[config.mk]
export PLATFORM = sky130hd
export DESIGN_NAME = sarSerialSlave
export DESIGN_NICKNAME = d
export VERILOG_FILES = /design/src/rtl/sarSlavePkg.sv /design/src/rtl/sarSlaveCtrl.sv /design/src/rtl/sarSlaveData.sv /design/src/rtl/sarSerialSlave.sv
export SDC_FILE = /design/constraint.sdc
export NUM_CORES = 1
export LEC_CHECK = 0
export BUFFER_PORTS_ARGS = -buffer_cell sky130_fd_sc_hd__buf_2
export CORE_MARGIN = 2
export CORE_UTILIZATION = 25
export DETAILED_ROUTE_END_ITERATION = 10
export SYNTH_ARGS = -nofsm -noshare
export SYNTH_HDL_FRONTEND = slang
export SYNTH_SLANG_ARGS = --single-unit
[constraint.sdc]
create_clock -name clk -period 2.2 [get_ports clk]
set_input_delay 0.33 -clock clk [delete_from_list [all_inputs] [get_ports clk]]
set_output_delay 0.33 -clock clk [all_outputs]
set_load 0.03 [all_outputs]
[src/rtl/sarSlavePkg.sv]
package sarSlavePkg;
  localparam int SLOT_LEN = 16;
  localparam int IDX_W    = $clog2(SLOT_LEN);

  typedef struct packed {
    logic             frameOn;
    logic             slotOn;
    logic [IDX_W-1:0] bitIdx;
    logic             latchSample;
    logic             addrShift;
    logic             addrCommit;
  } slaveStrobe_t;
endpackage

[src/rtl/sarSlaveCtrl.sv]
module sarSlaveCtrl
  import sarSlavePkg::*;
#(
  parameter int TRACK_CYC  = 3,
  parameter int ADDR_FIRST = 3,
  parameter int ADDR_W     = 2
) (
  input  logic         clk,
  input  logic         rstN,
  input  logic         csN,
  input  logic         sclk,
  output slaveStrobe_t strb,
  output logic         holding
);
  localparam logic [IDX_W-1:0] LAST_IDX  = IDX_W'(SLOT_LEN - 1);
  localparam logic [IDX_W-1:0] LATCH_IDX = IDX_W'(TRACK_CYC - 1);
  localparam logic [IDX_W-1:0] HOLD_IDX  = IDX_W'(TRACK_CYC);
  localparam logic [IDX_W-1:0] ADDR_LO   = IDX_W'(ADDR_FIRST - 1);
  localparam logic [IDX_W-1:0] ADDR_HI   = IDX_W'(ADDR_FIRST + ADDR_W - 2);

  logic             csNQ;
  logic             sclkQ;
  logic             slotOn;
  logic [IDX_W-1:0] bitIdx;
  logic             fallEv;
  logic             riseEv;

  always_comb begin
    fallEv = !csN && !sclk && (csNQ || sclkQ);
    riseEv = !csN && !csNQ && !sclkQ && sclk && slotOn;
  end

  always_ff @(posedge clk or negedge rstN) begin
    if (!rstN) begin
      csNQ   <= 1'b1;
      sclkQ  <= 1'b0;
      slotOn <= 1'b0;
      bitIdx <= '0;
    end else begin
      csNQ  <= csN;
      sclkQ <= sclk;
      if (csN) begin
        slotOn <= 1'b0;
        bitIdx <= '0;
      end else if (fallEv) begin
        slotOn <= 1'b1;
        if (!slotOn || bitIdx == LAST_IDX) bitIdx <= '0;
        else                               bitIdx <= bitIdx + 1'b1;
      end
    end
  end

  always_comb begin
    strb.frameOn     = !csNQ;
    strb.slotOn      = slotOn;
    strb.bitIdx      = bitIdx;
    strb.latchSample = fallEv && slotOn && (bitIdx == LATCH_IDX);
    strb.addrShift   = riseEv && (bitIdx >= ADDR_LO) && (bitIdx <= ADDR_HI);
    strb.addrCommit  = riseEv && (bitIdx == ADDR_HI);
    holding          = slotOn && (bitIdx >= HOLD_IDX);
  end


  slot_gate_chk: assert property (@(posedge clk) disable iff (!rstN)
    csN |=> !slotOn);


  slot_start_chk: assert property (@(posedge clk) disable iff (!rstN)
    $rose(slotOn) |-> bitIdx == '0);


  idx_step_chk: assert property (@(posedge clk) disable iff (!rstN)
    (slotOn && $past(slotOn) && bitIdx != $past(bitIdx)) |->
      (bitIdx == $past(bitIdx) + 1'b1) || (bitIdx == '0 && $past(bitIdx) == LAST_IDX));
endmodule

[src/rtl/sarSlaveData.sv]
module sarSlaveData
  import sarSlavePkg::*;
#(
  parameter int NUM_CH = 4,
  parameter int DATA_W = 12,
  parameter int ADDR_W = 2
) (
  input  logic                     clk,
  input  logic                     rstN,
  input  logic                     din,
  input  logic [NUM_CH*DATA_W-1:0] chanData,
  input  slaveStrobe_t             strb,
  output logic                     sdo
);
  localparam int LEAD = SLOT_LEN - DATA_W;
  localparam logic [IDX_W-1:0] LEAD_IDX = IDX_W'(LEAD);

  logic [DATA_W-1:0] chanWord [NUM_CH];
  logic [ADDR_W-1:0] chanSel;
  logic [ADDR_W-1:0] addrAcc;
  logic [ADDR_W:0]   addrWide;
  logic [DATA_W-1:0] sampleReg;

  for (genvar c = 0; c < NUM_CH; c++) begin : g_word
    assign chanWord[c] = chanData[c*DATA_W +: DATA_W];
  end

  assign addrWide = {addrAcc, din};

  always_ff @(posedge clk or negedge rstN) begin
    if (!rstN) begin
      chanSel   <= '0;
      addrAcc   <= '0;
      sampleReg <= '0;
    end else begin
      if (strb.addrShift)   addrAcc   <= addrWide[ADDR_W-1:0];
      if (strb.addrCommit)  chanSel   <= addrWide[ADDR_W-1:0];
      if (strb.latchSample) sampleReg <= chanWord[chanSel];
    end
  end

  always_comb begin
    sdo = 1'b0;
    if (strb.slotOn && strb.bitIdx >= LEAD_IDX)
      sdo = sampleReg[SLOT_LEN - 1 - int'(strb.bitIdx)];
  end


  chan_hold_chk: assert property (@(posedge clk) disable iff (!rstN)
    !strb.addrCommit |=> $stable(chanSel));


  lead_zero_chk: assert property (@(posedge clk) disable iff (!rstN)
    (strb.bitIdx < LEAD_IDX) |-> !sdo);


  sample_hold_chk: assert property (@(posedge clk) disable iff (!rstN)
    !strb.latchSample |=> $stable(sampleReg));
endmodule

[src/rtl/sarSerialSlave.sv]
module sarSerialSlave
  import sarSlavePkg::*;
#(
  parameter int NUM_CH     = 4,
  parameter int DATA_W     = 12,
  parameter int TRACK_CYC  = 3,
  parameter int ADDR_FIRST = 3
) (
  input  logic                     clk,
  input  logic                     rstN,
  input  logic                     csN,
  input  logic                     sclk,
  input  logic                     din,
  input  logic [NUM_CH*DATA_W-1:0] chanData,
  output logic                     sdo,
  output logic                     sdoEn,
  output logic                     holding
);
  localparam int ADDR_W = $clog2(NUM_CH);

  slaveStrobe_t strb;
  logic         sdoRaw;

  sarSlaveCtrl #(
    .TRACK_CYC (TRACK_CYC),
    .ADDR_FIRST(ADDR_FIRST),
    .ADDR_W    (ADDR_W)
  ) ctrl_i (
    .clk    (clk),
    .rstN   (rstN),
    .csN    (csN),
    .sclk   (sclk),
    .strb   (strb),
    .holding(holding)
  );

  sarSlaveData #(
    .NUM_CH(NUM_CH),
    .DATA_W(DATA_W),
    .ADDR_W(ADDR_W)
  ) data_i (
    .clk     (clk),
    .rstN    (rstN),
    .din     (din),
    .chanData(chanData),
    .strb    (strb),
    .sdo     (sdoRaw)
  );

  assign sdo   = sdoRaw && strb.frameOn;
  assign sdoEn = strb.frameOn;


  en_idle_chk: assert property (@(posedge clk) disable iff (!rstN)
    !sdoEn |-> (!sdo && !holding));
endmodule

Yosys cells after proc, flatten, opt, wreduce, memory -nomap -nowiden

Cells that the tools add are included.

Add/subtract/negate cells: 2
Multipliers: 0
Div/mod/pow operators: 0
Order comparisons: 6
Equal/unequal tests: 3
Shift operators: 0
Mux-type cells: 12
Bitwise gates (word level): 1
Reductions and logical operators: 22

Operators with widths:

| kind                | number |
|---|---|
| $lt 32x6->1 const B | 1 |
| $bmux 12 s2         | 1 |
| $mux 12             | 2 |
| $logic_and 1x1->1   | 14 |
| $mux 4              | 3 |
| $eq 4x2->1 const B  | 2 |
| $ge 4x2->1 const B  | 2 |
| $logic_not 1->1     | 5 |
| $mux 1              | 5 |
| $sub 4x4->5 const A | 1 |
| $add 4x1->4 const B | 1 |
| $bmux 1 s4          | 1 |
| $eq 4x4->1 const B  | 1 |
| $ge 4x3->1 const B  | 1 |
| $le 4x2->1 const B  | 1 |
| $ge 3x3->1 const B  | 1 |
| $not 2->3           | 1 |
| $logic_or 1x1->1    | 2 |
| $reduce_bool 2->1   | 1 |

Bits in registers: 22
Bits in latches: 0
Bits in writable memories: 0
ROM bits: 0
Input bits: 53
Output and inout port bits: 3
Word-level logic and storage cells: 53
Memories kept: 0

Depth between registers and ports, before layout

Gate-level depths: netlist of the first run.

Word-level depth: 7
Depth in mapped cells: 6
Mapped depth without buffers: 4

Cells and area by module

Synthesis of the first run repeated with hierarchy kept, for this count alone.

Cell total of the unflattened synthesis: 99
Area, all modules: 1,395.1 um2

By module, submodules not included:

| module         | instances | cells each | area an instance (um2) | sequential area each (um2) |
|---|---|---|---|---|
| sarSlaveData   | 1         | 56         | 987.2                  | 375.4 |
| sarSlaveCtrl   | 1         | 42         | 401.6                  | 176.4 |
| sarSerialSlave | 1         | 1          | 6.3                    | 0.0 |

Least setup slack after synthesis of the first run

No wires, ideal clock.

Kind: flip-flop to output port
Start: register ctrl_i.bitIdx[0]
End: output port sdo
Arrival time: 1,881 ps
Required time: 1,870 ps
Path slack: -11 ps
Cell stages (with the launch flop): 6
Path buffers: 1
Cell sequence: dfrtp_1 > buf_2 > mux2_2 > a2bb2oi_1 > nand3_1 > a311oi_1

Word-level cells in the longest chain between the ends: 6
Elaborated cells on any way between the ends: 8
Classes of those cells: 1 x add/sub; 1 x order compare; 4 x mux; 2 x reduce/logical

RTL lines:

| what                                       | RTL line             | source |
|---|---|---|
| start, declared                            | sarSlaveCtrl.sv:24   | `logic [IDX_W-1:0] bitIdx;` |
| start signal, assigned                     | sarSlaveCtrl.sv:48   | `else bitIdx <= bitIdx + 1'b1;` |
| $sub 4x4->5                                | sarSlaveData.sv:45   | `sdo = sampleReg[SLOT_LEN - 1 - int'(strb.bitIdx)];` |
| $bmux 1 s4                                 | sarSlaveData.sv:45   |  |
| $mux 1 (not written as such) (2 in series) | sarSlaveData.sv:45   |  |
| $mux 1 *                                   | sarSlaveData.sv:44   | `if (strb.slotOn && strb.bitIdx >= LEAD_IDX)` |
| $logic_and 1x1->1 *                        | sarSerialSlave.sv:50 | `assign sdo = sdoRaw && strb.frameOn;` |
| end, declared                              | sarSerialSlave.sv:15 | `output logic sdo,` |

Every way passes the cells marked *; elsewhere a longest branch is shown, timed or not. The select of a mux whose other input is x is not followed.

Worst setup path after layout of the first run

Ends and elaborated chain as after synthesis.

==> metrics, run 1 <==
status complete, no violations; synth unique cells 30; CP endpoint kind output pin; number of vias per cell 4.63; Final TNS setup 0 ps; Mean Syn Cell Area 14.5 sq um; fmax 482 MHz; Logic pwr share 10.8%; Clock Sinks 22; TritonCTS Buffers 3; area grow syn2layout 31.1%; final setup margin 126 ps; Worst setup SP type flop; Final Setup Violations 0; CORE AREA 0.00517 sq mm; row count 26; Seq/Total Area, Yosys 40.4%; min-delay worst type in2async; via count 1,013; DP HPWL 2330 microns; register area 553 sq um; Bufs on Longest Clock Path 2; Tightest Pin Transition 564 ps; Layout Cells excl Fill 219; max capacitance violation total 0; Yosys warnings 0; # IOs 56; total power 0.887 mW; vias in the first global route 1,083; Die X 77.9 microns; sw power 0.172 mW; antenna-violating nets left 0; arrival time of the worst setup path 1740 ps; Slew Viols, Final 0; Setup Crit Path Kind reg2out; Die Ht 77.9 microns; first-pass GRT wire length 5000 microns; layout cells sized above 1 65.8%; final wirelength 2850 microns; Multi-input gate area 777 sq um; CTS clk-pin slew, worst paths 80 ps; final net count 204; Int Power 0.716 mW; Cells after DPL 214; Root Buffer Master clkbuf_8; Sw Ratio 19.4%; skew final 3.59 ps; final hold vios 0; RSZ-0062 raised after global routing false; Final min period 2070 ps; hold_buf cts 0; initial antenna violation count 0; PortBufs 55; Mapped Cells 94; PwrDens 496 mW/mm^2; DP Worst Slack 335 ps; Initial Utilization 26.4%; Worst slew margin 62.4%; power share of the clock group 41.9%; Leak Pwr 0.865 nW; sequential power share 47.3%; CP Max Fanout 8; H-tree depth 1; TritonCTS clock tree yes; clk_lat worst skew 260 ps; Ant. Diodes 0; period utilization 94.3%; worst hold slack 13.4 ps; Synth Net Count 148; overflow left after global routing 0; Die ar. 0.00607 sq mm; Total Routing Usage GR 10.4%; fillers 517; Peak VDD IR 324 uV; #FFs+latches synth 22; DRC Markers 0; 1st-iter DRT viols 39; Cell Area, Synth 0.00137 sq mm; gpl congestion 0.725; pin count of the biggest net entering global routing 23; drt wl/cell 13.0 microns; WP data required 1870 ps; DRT Pass-1 Iters 5
[power by group through the flow]
stage	logic [mW]	clock network (mW)	registers [mW]
final	0.0960	0.372	0.419
after global routing	0.107	0.401	0.421
after detailed placement	0.0970	0	0.428
after CTS	0.0970	0.382	0.420
after global placement	0.0945	0	0.428
after floorplan	0.0405	0	0.424
[state kept, by name (all words and copies together), names as in the netlist]
signal / flops
ctrl_i.sclkQ: 1
data_i.sampleReg: 12
data_i.chanSel: 2
ctrl_i.bitIdx: 4
data_i.addrAcc: 1
ctrl_i.csNQ: 1
ctrl_i.slotOn: 1
[metrics by stage]
| step | instance area, sq um | util [%] |
|---|---|---|
| 5_1_grt | 1790 | 34.6 |
| 4_1_cts | 1780 | 34.4 |
| 3_5_place_dp | 1710 | 33.0 |
| 2_1_floorplan | 1370 | - |
| 6_report | 1790 | 34.6 |
| 3_3_place_gp | 1710 | 33.0 |
[synthesized netlist by cell type]
| library cell | number | area, sq um |
|---|---|---|
| a21o_1 | 1 | 7.51 |
| a221o_1 | 1 | 10.0 |
| a22o_1 | 1 | 8.76 |
| a2bb2oi_1 | 1 | 8.76 |
| a311oi_1 | 1 | 8.76 |
| a31oi_1 | 1 | 6.26 |
| and2_1 | 1 | 6.26 |
| buf_2 | 4 | 20.0 |
| buf_6 | 1 | 11.3 |
| clkbuf_1 | 1 | 3.75 |
| dfrtp_1 | 21 | 526 |
| dfstp_2 | 1 | 26.3 |
| ha_1 | 1 | 12.5 |
| inv_1 | 2 | 7.51 |
| mux2_2 | 7 | 78.8 |
| mux2_4 | 10 | 150 |
| mux2i_1 | 1 | 10.0 |
| mux4_2 | 14 | 315 |
| nand2_1 | 3 | 11.3 |
| nand3_1 | 3 | 15.0 |
| nand3b_1 | 1 | 7.51 |
| nand3b_4 | 1 | 20.0 |
| nand4_1 | 1 | 6.26 |
| nor2_1 | 8 | 30.0 |
| nor2b_1 | 1 | 6.26 |
| nor3_1 | 2 | 10.0 |
| nor3b_1 | 1 | 7.51 |
| o21ba_4 | 1 | 16.3 |
| o22ai_1 | 1 | 6.26 |
| or3_4 | 1 | 11.3 |
[final timing paths]
kind / start / to / slack, ps / depth (start not counted)
min in group clk: sclk / ctrl_i.sclkQ / 210 / 1
worst min-delay path: rstN / ctrl_i.bitIdx[3] / 10 / 1
max in group asynchronous: rstN / ctrl_i.csNQ / 1830 / 1
worst min register to register: data_i.sampleReg[7] / data_i.sampleReg[7] / 510 / 1
worst max-delay path: ctrl_i.bitIdx[0] / sdo / 130 / 5
worst max register to register: ctrl_i.csNQ / data_i.sampleReg[2] / 400 / 4
[cells in the final DEF, fill, tap and decap left out, types with 2 or more instances in the layout]
master,synthesis,final
buf_2,4,54
dfrtp_1,21,20
mux4_2,14,14
mux2_4,10,10
nor2_1,8,8
mux2_2,7,7
nand2_1,3,3
nand3_1,3,3
clkbuf_8,0,3
buf_4,0,3
inv_1,2,2
nor3_1,2,2
[worst max-delay path, cell delays in order, from the launching register on]
cell       delay [ps]
dfrtp_2           470
mux2_2            250
a2bb2oi_1         200
nand3_1           120
a311oi_2          250
buf_4             200
[cells by family (layout without fill, tap and decap cells)]
kind of cell,count (synthesis),count (layout),synth area share (%)
multiplexers,32,32,40.6
AND/OR/NAND/NOR,23,23,9.63
flip-flops,22,22,40.4
AO/OA/AOI/OAI,8,8,5.32
buffers and inverters,8,63,3.12
adder cells (fa/ha/maj),1,1,0.916
[area by class of cell]
type / count / share of cell area (%)
Inverter: 2 / 0.420
Multi-Input combinational cell: 64 / 43.4
Sequential cell: 22 / 30.9
Clock buffer: 3 / 2.31
Timing Repair Buffer: 57 / 16.4
Clock inverter: 1 / 1.68
Tap cell: 70 / 4.90
[routing by layer]
layer	GRT usage, %	vias up	routed length [microns]
met2	17.2	33	1380
met1	13.5	502	1280
li1	-	476	-
met3	3.02	2	169
met5	0	-	0
met4	2.11	0	19
[repair_timing]
item,CTS,global route
setup endpoints to repair,0,1
resized for setup,0,3
setup buffers,0,1
hold endpoints to repair,0,0
Note: power is estimated with default switching activity, not from simulation.
==> run 2, diff against run 1 <==
--- a/config.mk
+++ b/config.mk
@@ -5,9 +5,10 @@
 export SDC_FILE = /design/constraint.sdc
 export NUM_CORES = 1
 export LEC_CHECK = 0
-export BUFFER_PORTS_ARGS = -buffer_cell sky130_fd_sc_hd__buf_2
+export BUFFER_PORTS_ARGS = -buffer_cell sky130_fd_sc_hd__buf_4
 export CORE_MARGIN = 2
 export CORE_UTILIZATION = 25
+export CTS_CLUSTER_SIZE = 16
 export DETAILED_ROUTE_END_ITERATION = 10
 export SYNTH_ARGS = -nofsm -noshare
 export SYNTH_HDL_FRONTEND = slang
==> constraint.sdc (replaced) <==
create_clock -name clk -period 2 [get_ports clk]
set_input_delay 0.3 -clock clk [delete_from_list [all_inputs] [get_ports clk]]
set_output_delay 0.3 -clock clk [all_outputs]
set_load 0.03 [all_outputs]
==> run 2 against run 1 <==
Against the previous run:
- wire length rose by 8.4%
- sequential power rose by 10%
- clock skew fell by 2.3 ps
- sequential share of layout area fell by 2.5 points
- setup slack got worse by 98 ps
- global-route usage rose by 0.36 points
- clock power rose by 11%
- non-clock buffer count rose by 1
- combinational power rose by 43%
- register-to-register slack got worse by 200 ps
- critical path type unchanged
- highest routed layer unchanged
==> metrics, run 2 (synthesis gave the netlist of run 1 again) <==
status complete, no violations (unchanged); Worst setup SP type flop (unchanged); overflow left after global routing 0 (unchanged); PwrDens 520 mW/mm^2 (was 496 mW/mm^2); Cells after DPL 214 (unchanged); PortBufs 55 (unchanged); Layout Cells excl Fill 220 (was 219); fmax 507 MHz; Worst path max stage delay 470 ps (about the same); WP data required 1700 ps (was 1870 ps); layout cells sized above 1 66.0% (was 65.8%); clk_lat worst skew 260 ps (about the same); commonest non-fill, non-tap cell in the layout buf_4 (was buf_2); area grow syn2layout 42.4% (was 31.1%); gpl congestion 0.790 (was 0.725); crit-path leading delay family flip-flops (unchanged); DRC Markers 0 (unchanged); Clock Sinks 22 (unchanged); r2r worst-path depth 4 (unchanged); row count 26 (unchanged); Ant. Diodes 0 (unchanged); CTS clk-pin slew, worst paths 80 ps (about the same); DRT Pass-1 Iters 4 (was 5); min-delay worst type in2reg (was in2async); Total Routing Usage GR 10.7% (was 10.4%); first-pass GRT wire length 5110 microns (was 5000 microns); Worst Path Buf+Inv 1 (unchanged); # IOs 56 (unchanged); Die X 77.9 microns (unchanged); Root Buffer Master clkbuf_8 (unchanged); final net count 205 (was 204); Final Setup Violations 0 (unchanged); max reg flops 12 (unchanged); max capacitance violation total 0 (unchanged); drt wl/cell 14.0 microns (was 13.0 microns); DP HPWL 2530 microns (was 2330 microns); Leak Pwr 0.917 nW (was 0.865 nW); 1st-iter DRT viols 29 (was 39); DP Worst Slack 176 ps (was 335 ps); via count 1,031 (was 1,013); Die Ht 77.9 microns (unchanged); period utilization 98.6%; H-tree depth 1 (unchanged); skew final 1.25 ps (was 3.59 ps); register with the most flip-flops data_i.sampleReg (unchanged); final setup margin 28.3 ps (was 126 ps); antenna-violating nets left 0 (unchanged); final hold vios 0 (unchanged); CP Max Fanout 6 (was 8); Tightest Pin Transition 514 ps (was 564 ps); arrival time of the worst setup path 1670 ps (was 1740 ps); CORE AREA 0.00517 sq mm (unchanged); Die ar. 0.00607 sq mm (unchanged); final wirelength 3090 microns (was 2850 microns); critical path depth 4 (was 5); vias in the first global route 1,109 (was 1,083); fillers 500 (was 517); number of vias per cell 4.69 (was 4.63); CP Cell Sequence mux4_2 -> nand3b_1 -> a311oi_2 -> buf_4 (was mux2_2 -> a2bb2oi_1 -> nand3_1 -> a311oi_2 -> buf_4); CP endpoint kind output pin (unchanged); Bufs on Longest Clock Path 2 (unchanged); Worst slew margin 65.7% (was 62.4%); Largest regs data_i.sampleReg x12, ctrl_i.bitIdx x4, data_i.chanSel x2 (unchanged); Initial Utilization 26.4% (unchanged); RSZ-0062 raised after global routing true (was false); Crit-path slowest cell dfrtp_2 (unchanged); TritonCTS clock tree yes (unchanged); Hold Path Depth 1; Final min period 1970 ps; commonest cells after routing, fill and taps aside 57 x buf_4, 20 x dfrtp_1, 14 x mux4_2 (was 54 x buf_2, 20 x dfrtp_1, 14 x mux4_2); initial antenna violation count 0 (unchanged); Final TNS setup 0 ps (unchanged); Slew Viols, Final 0 (unchanged); pin count of the biggest net entering global routing 23 (unchanged); TritonCTS Buffers 3 (unchanged); Setup Crit Path Kind reg2out (unchanged); Peak VDD IR 350 uV (was 324 uV)
==> run 2: changes by cell type in the layout (fill, tap and decap cells not counted) <==
| cell | change |
|---|---|
| a2bb2oi_1 | -1 |
| a2bb2oi_2 | +1 |
| buf_2 | -54 |
| buf_4 | +54 |
| dlygate4sd3_1 | +1 |
| mux2_2 | -1 |
| mux2_4 | +1 |
==> run 2: per-stage QoR <==
stage | power, mW | util, % | cell area (sq um) | hold slack [ps]
after floorplan | 0.511 | - | 1370 | 4.41
after global placement | 0.601 | 35.7 | 1840 | 198
after detailed placement | 0.607 | 35.7 | 1840 | 204
after CTS | 1.02 | 37.6 | 1940 | 158
after global routing | 1.06 | 37.6 | 1940 | 148
final | 1.01 | 37.6 | 1940 | 161
==> run 2: layer usage <==
metal	track usage (%)	wire length [microns]	vias to the layer above	share of wire, %
li1	-	-	476	-
met4	2.98	34	0	1.1
met3	3.26	198	5	6.4
met2	20.0	1680	36	55
met1	11.7	1170	514	38
met5	0	0	-	0
==> run 2: repair_timing <==
| item | in CTS | in global routing |
|---|---|---|
| resized for setup | 3 | 0 |
| hold buffers | 1 | 0 |
| pin swaps | 1 | 1 |
| endpoints found under the hold margin | 21 | 0 |
| buffers inserted | 1 | 0 |
| endpoints found under the setup margin | 1 | 1 |
==> run 2: layout make-up <==
class,count,area [sq um],share of cell area [%]
Clock inverter,1,30.0,1.54
Clock buffer,3,41.3,2.12
Tap cell,70,87.6,4.50
Sequential cell,22,553,28.4
Inverter,2,7.51,0.386
Timing Repair Buffer,58,438,22.5
Multi-Input combinational cell,64,787,40.5
==> run 2: power by group <==
group | internal, mW | leakage [nW] | switching (mW)
registers | 0.453 | 0.298 | 0.00894
clock network | 0.267 | 0.0357 | 0.144
logic | 0.0974 | 0.583 | 0.0398
total | 0.818 | 0.917 | 0.193
==> run 2: worst paths after layout <==
check	from	end	slack (ps)
setup / recovery	ctrl_i.bitIdx[0]	sdo	30
setup reg to reg	ctrl_i.csNQ	data_i.sampleReg[3]	200
max in group asynchronous	rstN	ctrl_i.csNQ	1270
min in group asynchronous	rstN	ctrl_i.bitIdx[2]	460
hold / removal	sclk	ctrl_i.sclkQ	160
hold reg to reg	data_i.sampleReg[4]	data_i.sampleReg[4]	520
==> run 3, diff against run 2 <==
--- a/config.mk
+++ b/config.mk
@@ -10,6 +10,7 @@
 export CORE_UTILIZATION = 25
 export CTS_CLUSTER_SIZE = 16
 export DETAILED_ROUTE_END_ITERATION = 10
+export REMOVE_ABC_BUFFERS = 1
 export SYNTH_ARGS = -nofsm -noshare
 export SYNTH_HDL_FRONTEND = slang
 export SYNTH_SLANG_ARGS = --single-unit
==> constraint.sdc (replaced) <==
create_clock -name clk -period 2.16 [get_ports clk]
set_input_delay 0.324 -clock clk [delete_from_list [all_inputs] [get_ports clk]]
set_output_delay 0.324 -clock clk [all_outputs]
set_load 0.03 [all_outputs]
==> run 3 against run 2 <==
Against the previous run:
- setup slack improved by 73 ps
- wire length decreased by 1.3%
- worst hold slack improved by 29 ps
==> metrics, run 3 (synthesis gave the netlist of run 1 again) <==
CP Max Fanout 5 (was 6); commonest non-fill, non-tap cell in the layout buf_4 (unchanged); Clock Sinks 22 (unchanged); Final min period 2060 ps; skew final 4.16 ps (was 1.25 ps); min-delay worst type in2reg (unchanged); overflow left after global routing 0 (unchanged); Ant. Diodes 0 (unchanged); met1 GRT Util 11.1% (was 11.7%); commonest cells after routing, fill and taps aside 58 x buf_4, 20 x dfrtp_1, 14 x mux4_2 (was 57 x buf_4, 20 x dfrtp_1, 14 x mux4_2); number of vias per cell 4.70 (was 4.69); PortBufs 55 (unchanged); met3 usage 1.86% (was 3.26%); final wirelength 3050 microns (was 3090 microns); H-tree depth 1 (unchanged); final instance area 0.00192 sq mm (was 0.00194 sq mm); Post-Place Cell Area 0.00184 sq mm (about the same); initial antenna violation count 0 (unchanged); vias in the first global route 1,152 (was 1,109); Root Buffer Master clkbuf_8 (unchanged); CP endpoint kind output pin (unchanged); area grow syn2layout 40.6% (was 42.4%); antenna-violating nets left 0 (unchanged); Worst slew margin 65.2% (was 65.7%); drt wl/cell 13.8 microns (was 14.0 microns); period utilization 95.3%; TritonCTS Buffers 3 (unchanged); DRC Markers 0 (unchanged); Tightest Pin Transition 522 ps (was 514 ps); status complete, no violations (unchanged); PwrDens 439 mW/mm^2 (was 520 mW/mm^2); via count 1,039 (was 1,031); Slew Viols, Final 0 (unchanged); clk_lat worst skew 260 ps (about the same); DRT Pass-1 Iters 4 (unchanged); final setup margin 102 ps (was 28.3 ps); first-pass GRT wire length 5180 microns (was 5110 microns); Bufs on Longest Clock Path 2 (unchanged); final net count 206 (was 205); max reg flops 12 (unchanged); 1st-iter DRT viols 18 (was 29); gpl congestion 0.745 (was 0.790); fmax 486 MHz; busiest grt layer met2 (unchanged); # IOs 56 (unchanged); pin count of the biggest net entering global routing 23 (unchanged); TritonCTS clock tree yes (unchanged); Leak Pwr 0.913 nW (was 0.917 nW); fillers 507 (was 500); max capacitance violation total 0 (unchanged); Total Routing Usage GR 10.9% (was 10.7%); Die ar. 0.00607 sq mm (unchanged); global-route met2 utilization 20.9% (was 20.0%); register with the most flip-flops data_i.sampleReg (unchanged); DP Worst Slack 289 ps (was 176 ps); Largest regs data_i.sampleReg x12, ctrl_i.bitIdx x4, data_i.chanSel x2 (unchanged); final hold vios 0 (unchanged); Die Ht 77.9 microns (unchanged); arrival time of the worst setup path 1730 ps (was 1670 ps); Die X 77.9 microns (unchanged); Setup Crit Path Kind reg2out (unchanged); WP data required 1840 ps (was 1700 ps); Final Setup Violations 0 (unchanged); Peak VDD IR 179 uV (was 350 uV); CORE AREA 0.00517 sq mm (unchanged); CTS clk-pin slew, worst paths 70 ps (was 80 ps); row count 26 (unchanged); Final TNS setup 0 ps (unchanged); Worst setup SP type flop (unchanged); layout cells sized above 1 64.9% (was 66.0%); Initial Utilization 26.4% (unchanged)
## run 3: cell types whose count changed in the layout (fill, tap and decap cells not counted)
cell	change
clkbuf_8	+1
a2bb2oi_2	-1
mux2_2	+1
a2bb2oi_1	+1
a311oi_2	-1
mux2_4	-1
a311oi_1	+1
bufinv_16	-1
buf_4	+1
## run 3: per-layer routing
| metal | share of wire [%] | wire, microns | vias to the layer above |
|---|---|---|---|
| li1 | - | - | 479 |
| met1 | 35 | 1050 | 506 |
| met5 | 0 | 0 | - |
| met2 | 56 | 1710 | 46 |
| met3 | 6.2 | 190 | 8 |
| met4 | 3.0 | 90 | 0 |
## run 3: cell type report
cell class / count / area (sq um) / area share, %
Sequential cell: 22 / 553 / 28.8
Timing Repair Buffer: 59 / 445 / 23.2
Tap cell: 70 / 87.6 / 4.56
Inverter: 2 / 7.51 / 0.391
Clock buffer: 4 / 55.1 / 2.87
Multi-Input combinational cell: 64 / 771 / 40.2
## run 3: metrics by stage
step	power (mW)	util, %	cells	hold slack, ps
floorplan	0.472	-	88	28.4
global placement	0.556	35.5	214	219
detailed placement	0.561	35.5	214	224
CTS	0.849	36.8	219	186
global route	0.883	37.1	221	181
finish	0.843	37.1	221	190
## run 3: repair_timing
action | in CTS | in global routing
endpoints found under the setup margin | 0 | 1
setup buffers | 0 | 2
hold endpoints to repair | 21 | 0
resized for setup | 0 | 1
hold buffers | 1 | 0
## run 3: worst max-delay path, cell delays in order (launching register included)
cell      delay, ps
dfrtp_2         430
buf_4           160
mux4_2          330
nand3b_1         70
a311oi_1        280
buf_4           210
## run 3: path summary, 6_finish.rpt
path | start | endpoint | slack (ps) | cells past startpoint
max in group asynchronous | rstN | ctrl_i.csNQ | 1410 | 2
min in group asynchronous | rstN | data_i.sampleReg[6] | 480 | 2
setup / recovery | ctrl_i.bitIdx[0] | sdo | 100 | 5
hold reg to reg | data_i.addrAcc[0] | data_i.chanSel[1] | 520 | 1
setup reg to reg | ctrl_i.csNQ | data_i.sampleReg[0] | 380 | 4
hold / removal | sclk | ctrl_i.sclkQ | 190 | 1
## run 3: where the power goes
group | switching, mW | internal, mW | total [mW]
logic | 0.0386 | 0.0910 | 0.130
registers | 0.00682 | 0.419 | 0.426
clock network | 0.125 | 0.162 | 0.287
